**config.mk**
```make
export PLATFORM = sky130hd
export DESIGN_NAME = addr_spi_slave
export DESIGN_NICKNAME = d
export VERILOG_FILES = /design/src/rtl/asps_pkg.sv /design/src/rtl/asps_sync.sv /design/src/rtl/asps_edge.sv /design/src/rtl/asps_core.sv /design/src/rtl/addr_spi_slave.sv
export SDC_FILE = /design/constraint.sdc
export NUM_CORES = 1
export LEC_CHECK = 0
export ABC_AREA = 1
export BUFFER_PORTS_ARGS = -buffer_cell sky130_fd_sc_hd__clkbuf_2
export CAP_MARGIN = 20
export CELL_PAD_IN_SITES_DETAIL_PLACEMENT = 0
export CELL_PAD_IN_SITES_GLOBAL_PLACEMENT = 2
export CORE_ASPECT_RATIO = 1.2
export CORE_MARGIN = 2
export CORE_UTILIZATION = 30
export CTS_BUF_LIST = sky130_fd_sc_hd__clkbuf_4
export DETAILED_ROUTE_END_ITERATION = 8
export HOLD_SLACK_MARGIN = 0.15
export PLACE_DENSITY = 0.67
export SETUP_SLACK_MARGIN = 0.5
export SLEW_MARGIN = 20
export SYNTH_ARGS = -nofsm -noshare
export SYNTH_HDL_FRONTEND = slang
export SYNTH_SLANG_ARGS = --single-unit
```
**constraint.sdc**
```tcl
create_clock -name clk -period 3.54 [get_ports clk]
set_input_delay 0.708 -clock clk [delete_from_list [all_inputs] [get_ports clk]]
set_output_delay 0.708 -clock clk [all_outputs]
set_load 0.005 [all_outputs]
```
**src/rtl/asps_pkg.sv**
```systemverilog
package asps_pkg;
  typedef enum logic [1:0] {
    PH_ADDR   = 2'd0,
    PH_DATA   = 2'd1,
    PH_IGNORE = 2'd2
  } phase_t;
endpackage

```
**src/rtl/asps_sync.sv**
```systemverilog
module asps_sync #(
  parameter int W      = 3,
  parameter int STAGES = 2
) (
  input  logic         clk,
  input  logic         rst_n,
  input  logic [W-1:0] rst_val,
  input  logic [W-1:0] d_i,
  output logic [W-1:0] q_o
);
  logic [W-1:0] stage_q [STAGES];

  for (genvar s = 0; s < STAGES; s++) begin : g_stage
    if (s == 0) begin : g_first
      always_ff @(posedge clk or negedge rst_n) begin
        if (!rst_n) stage_q[s] <= rst_val;
        else        stage_q[s] <= d_i;
      end
    end else begin : g_next
      always_ff @(posedge clk or negedge rst_n) begin
        if (!rst_n) stage_q[s] <= rst_val;
        else        stage_q[s] <= stage_q[s-1];
      end
    end
  end

  assign q_o = stage_q[STAGES-1];
endmodule

```
**src/rtl/asps_edge.sv**
```systemverilog
module asps_edge (
  input  logic clk,
  input  logic rst_n,
  input  logic lvl_i,
  output logic rise_o,
  output logic fall_o
);
  logic lvl_q;

  always_ff @(posedge clk or negedge rst_n) begin
    if (!rst_n) lvl_q <= 1'b0;
    else        lvl_q <= lvl_i;
  end

  assign rise_o = lvl_i & ~lvl_q;
  assign fall_o = ~lvl_i & lvl_q;
endmodule

```
**src/rtl/asps_core.sv**
```systemverilog
module asps_core
  import asps_pkg::*;
#(
  parameter int              WORD_W   = 8,
  parameter logic [WORD_W-1:0] DEV_ADDR = 8'h5A
) (
  input  logic              clk,
  input  logic              rst_n,
  input  logic              sel_i,
  input  logic              rise_i,
  input  logic              fall_i,
  input  logic              mosi_i,
  input  logic [WORD_W-1:0] tx_word_i,
  output logic              miso_o,
  output logic              oe_o,
  output logic [WORD_W-1:0] rx_word_o,
  output logic              rx_valid_o
);
  localparam int                CNT_W = (WORD_W > 1) ? $clog2(WORD_W) : 1;
  localparam logic [CNT_W-1:0] LAST  = CNT_W'(WORD_W - 1);

  phase_t             phase_q, phase_d;
  logic [CNT_W-1:0]   cnt_q, cnt_d;
  logic [WORD_W-1:0]  sh_q, sh_d;
  logic [WORD_W-1:0]  tx_q, tx_d;
  logic [WORD_W-1:0]  rxw_q, rxw_d;
  logic               oe_q, oe_d;
  logic               rxv_q, rxv_d;
  logic [WORD_W-1:0]  sh_next;

  assign sh_next = {sh_q[WORD_W-2:0], mosi_i};

  always_comb begin
    phase_d = phase_q;
    cnt_d   = cnt_q;
    sh_d    = sh_q;
    tx_d    = tx_q;
    rxw_d   = rxw_q;
    oe_d    = oe_q;
    rxv_d   = 1'b0;
    if (!sel_i) begin
      phase_d = PH_ADDR;
      cnt_d   = '0;
      oe_d    = 1'b0;
    end else begin
      unique case (phase_q)
        PH_ADDR: begin
          if (rise_i) begin
            sh_d  = sh_next;
            cnt_d = cnt_q + 1'b1;
            if (cnt_q == LAST) begin
              cnt_d = '0;
              if (sh_next == DEV_ADDR) begin
                phase_d = PH_DATA;
                oe_d    = 1'b1;
                tx_d    = tx_word_i;
              end else begin
                phase_d = PH_IGNORE;
              end
            end
          end
        end
        PH_DATA: begin
          if (rise_i) begin
            sh_d  = sh_next;
            cnt_d = cnt_q + 1'b1;
            if (cnt_q == LAST) begin
              cnt_d = '0;
              rxw_d = sh_next;
              rxv_d = 1'b1;
              tx_d  = tx_word_i;
            end
          end else if (fall_i && cnt_q != '0) begin
            tx_d = {tx_q[WORD_W-2:0], 1'b0};
          end
        end
        default: ;
      endcase
    end
  end

  always_ff @(posedge clk or negedge rst_n) begin
    if (!rst_n) begin
      phase_q <= PH_ADDR;
      cnt_q   <= '0;
      sh_q    <= '0;
      tx_q    <= '0;
      rxw_q   <= '0;
      oe_q    <= 1'b0;
      rxv_q   <= 1'b0;
    end else begin
      phase_q <= phase_d;
      cnt_q   <= cnt_d;
      sh_q    <= sh_d;
      tx_q    <= tx_d;
      rxw_q   <= rxw_d;
      oe_q    <= oe_d;
      rxv_q   <= rxv_d;
    end
  end

  assign miso_o     = oe_q & tx_q[WORD_W-1];
  assign oe_o       = oe_q;
  assign rx_word_o  = rxw_q;
  assign rx_valid_o = rxv_q;


  addr_phase_quiet_chk: assert property (@(posedge clk) disable iff (!rst_n)
    (phase_q == PH_ADDR) |-> !oe_q);

  oe_only_data_chk: assert property (@(posedge clk) disable iff (!rst_n)
    oe_q |-> (phase_q == PH_DATA));

  rx_pulse_single_chk: assert property (@(posedge clk) disable iff (!rst_n)
    rxv_q |=> !rxv_q);

  rx_in_data_chk: assert property (@(posedge clk) disable iff (!rst_n)
    rxv_q |-> (phase_q == PH_DATA));

  tx_reload_chk: assert property (@(posedge clk) disable iff (!rst_n)
    rxv_q |-> (tx_q == $past(tx_word_i)));

  deselect_drop_chk: assert property (@(posedge clk) disable iff (!rst_n)
    !sel_i |=> (!oe_q && phase_q == PH_ADDR && !rxv_q));
endmodule

```
**src/rtl/addr_spi_slave.sv**
```systemverilog
module addr_spi_slave #(
  parameter int                WORD_W      = 8,
  parameter logic [WORD_W-1:0] DEV_ADDR    = 8'h5A,
  parameter int                SYNC_STAGES = 2
) (
  input  logic              clk,
  input  logic              rst_n,
  input  logic              sclk_i,
  input  logic              mosi_i,
  input  logic              ss_n_i,
  output logic              miso_o,
  output logic              miso_oe_o,
  input  logic [WORD_W-1:0] tx_word_i,
  output logic [WORD_W-1:0] rx_word_o,
  output logic              rx_valid_o
);
  localparam int NSIG = 3;

  logic [1:0]      rst_sync_q;
  logic            rst_core_n;
  logic [NSIG-1:0] raw, synced;
  logic            sclk_s, mosi_s, ss_n_s, rise, fall;

  always_ff @(posedge clk or negedge rst_n) begin
    if (!rst_n) rst_sync_q <= 2'b00;
    else        rst_sync_q <= {rst_sync_q[0], 1'b1};
  end
  assign rst_core_n = rst_sync_q[1];

  assign raw = {ss_n_i, mosi_i, sclk_i};

  asps_sync #(.W(NSIG), .STAGES(SYNC_STAGES)) u_sync (
    .clk     (clk),
    .rst_n   (rst_core_n),
    .rst_val (3'b100),
    .d_i     (raw),
    .q_o     (synced)
  );
  assign {ss_n_s, mosi_s, sclk_s} = synced;

  asps_edge u_edge (
    .clk    (clk),
    .rst_n  (rst_core_n),
    .lvl_i  (sclk_s),
    .rise_o (rise),
    .fall_o (fall)
  );

  asps_core #(.WORD_W(WORD_W), .DEV_ADDR(DEV_ADDR)) u_core (
    .clk        (clk),
    .rst_n      (rst_core_n),
    .sel_i      (~ss_n_s),
    .rise_i     (rise),
    .fall_i     (fall),
    .mosi_i     (mosi_s),
    .tx_word_i  (tx_word_i),
    .miso_o     (miso_o),
    .oe_o       (miso_oe_o),
    .rx_word_o  (rx_word_o),
    .rx_valid_o (rx_valid_o)
  );
endmodule

```
==> flow_metrics.tcl <==
set metrics [dict create \
    switching_share 0.247 \
    num_vias 1251 \
    antenna_left 0 \
    min_path_type "reg2reg" \
    rsz0062_at_grt "no" \
    cpPeakStageDelay_ns 0.42 \
    finalSetupViolations 0 \
    core-area_um2 5330 \
    root_buffer "clkbuf_4" \
    fillers 564 \
    critPathKind "reg2out" \
    power_uw 848 \
    cts_setup_buffers 0 \
    syn_avg_cell_area_um2 9.14 \
    clockBufferDepth 2 \
    synth_edf_count 0 \
    clk-insertion-delay-late_ns 0.34 \
    fmax_ghz 0.596 \
    drv_slew 0 \
    synth_warnings 0 \
    p_clk_frac 0.351 \
    numCtsBuffers 5 \
    grt_max_degree 24 \
    critPathSlowestCell "dfrtp_1" \
    crit_fanout 3 \
    worst_pin_slew_ns 0.919 \
    fin_skew_ns 0.00478 \
    hold_buffers 1 \
    post_drt_wl_per_cell_um 12.2 \
    cts_sinks 39 \
    gr-total-overflow 0 \
    multi_input_area_um2 586 \
    cts_resized 0 \
    synthCells 182 \
    drv_cap 0 \
    syn-cell-area_um2 1660 \
    p_seq_frac 0.577 \
    tritoncts "yes" \
    yosys_register_bits 39 \
    p_comb_frac 0.072 \
    drt_iter0_drc 55 \
    final_layout_size_suffix_gt1_frac 0.212 \
    synthFlopType "dfrtp_1" \
    power_leakage_uw 0.00103 \
    worstPathCellList "nand2_1 -> inv_1 -> clkbuf_2" \
    synth_common_cells "nand2_1 (55), dfrtp_1 (37), nand3_1 (20), inv_1 (18), o21ai_0 (18)" \
    synth.most_common_cell "nand2_1" \
    drt_wl_total_um 3330 \
    fin_setup_tns_ns 0 \
    dp_slack_ns 1.90 \
    fin_nets 227 \
    antenna_cells 0 \
    arrival_ns 0.97 \
    clkSlewWorstSetupHoldPaths_ns 0.12 \
    die_h_um 85.6 \
    setup_ws_ns 1.86 \
    synth_nets 198 \
    grt.total_usage 0.126 \
    synth_top_area_frac 0.556 \
    max-vdd-ir-drop_mv 0.150 \
    status "completed" \
    fin_crit_ns 1.68 \
    grt_pass1_vias 1273 \
    drc_errors 0 \
    avgViaCountPerCell 4.57 \
    yosysSeqAreaShare 0.588 \
    drtPass1Iterations 4 \
    row_count 29 \
    p_switching_uw 209 \
    dieArea_um2 6160 \
    area_growth_pct 16.2 \
    cts-htree-levels 2 \
    io_buffers 23 \
    synth_area_leader_cell "dfrtp_1" \
    antenna_found_initial 0 \
    synth_area_leaders "dfrtp_1 (56%), nand2_1 (12%), nand3_1 (6.0%)" \
    end_kind "output port" \
    ys_async_sr_fraction 1.00 \
    p_int_uw 639 \
    p_per_area_nw_per_um2 439 \
    ys_types 24 \
    critPathTopFamily "flip-flops" \
    start_kind "register" \
    ios 24 \
    die_x_um 72.0 \
    place.gp.congestion 0.673 \
    finalHoldViolCount 0 \
    grt_pass1_wl_um 6000 \
    fin_util 0.362 \
    crit_required_ns 2.83 \
    start_util 0.312 \
    cp_num_buf_inv 2 \
    finalCritPeriodShare 0.474 \
    regArea_um2 978 \
    hpwl_um 2420 \
    slew_headroom 0.387 \
]
[layer usage]
layer / vias up / part of all wire / GRT usage
met4: 0 / 0.019 / 0.0549
li1: 634 / - / -
met3: 5 / 0.051 / 0.0388
met5: - / 0 / 0
met1: 590 / 0.43 / 0.155
met2: 22 / 0.50 / 0.205
[power by group through the flow]
stage	Clock (µW)	Combinational, µW	Sequential, µW
floorplan	0	39.9	495
global placement	0	61.3	498
detailed placement	0	61.2	499
CTS	308	63.0	490
global route	333	72.9	493
finish	298	61.3	489
[final cells by class]
class | instances | area share
inverter | 20 | 0.0388
tap | 62 | 0.0401
clock inverter | 3 | 0.0201
multi-input combinational | 119 | 0.303
timing repair buffer | 26 | 0.0725
sequential | 39 | 0.506
clock buffer | 5 | 0.0194
[through the flow]
step                      std cells  area (µm²)  hold slack, ns
final                           274        1930           0.368
after floorplan                 182        1660           0.331
after CTS                       274        1930           0.372
after global placement          265        1850           0.332
after detailed placement        265        1850           0.336
after global routing            274        1930           0.377
[final timing paths]
kind	from	end	slack, ns	cells past startpoint
min	u_sync.stage_q[3]	u_sync.q_o[0]	0.37	0
max reg2reg	u_core.cnt_q[0]	u_core.tx_q[0]	1.89	9
max in group asynchronous	rst_sync_q[1]	u_core.tx_q[1]	2.48	1
min reg2reg	u_sync.stage_q[3]	u_sync.q_o[0]	0.37	0
min in group asynchronous	rst_sync_q[1]	u_core.tx_q[4]	0.39	0
max	u_core.oe_o	miso_o	1.86	3
[kinds of logic after synthesis]
| kind of cell | after synthesis | synth area share |
|---|---|---|
| flip-flops | 39 | 0.588 |
| AO/OA/AOI/OAI | 23 | 0.0737 |
| buffers and inverters | 24 | 0.0601 |
| other | 1 | 0.00225 |
| AND/OR/NAND/NOR | 92 | 0.253 |
| adder cells (fa/ha/maj) | 3 | 0.0226 |
[flip-flops by register name, indices dropped and copies added (netlist names)]
signal             flops
u_core.rx_word_o       8
u_core.tx_q            8
u_core.sh_q            7
u_core.cnt_q           3
u_sync.q_o             3
u_sync.stage_q         3
rst_sync_q             2
u_core.phase_q         2
u_core.oe_o            1
u_core.rx_valid_o      1
u_edge.lvl_q           1
[layout by cell type, fill, tap and decap left out, types with 2 or more instances in the layout]
master | synthesis | final
buf_4 | 0 | 2
inv_1 | 18 | 18
nand3_1 | 20 | 20
nand2_1 | 55 | 55
dfrtp_1 | 37 | 37
dfstp_2 | 2 | 2
clkbuf_2 | 0 | 23
ha_1 | 3 | 3
nor2_1 | 8 | 8
a21oi_1 | 2 | 2
o21ai_0 | 18 | 18
clkbuf_4 | 0 | 5
inv_2 | 2 | 2
nand2_2 | 2 | 2
nor2_4 | 2 | 2
No activity file was read; power rests on OpenSTA's default activity.
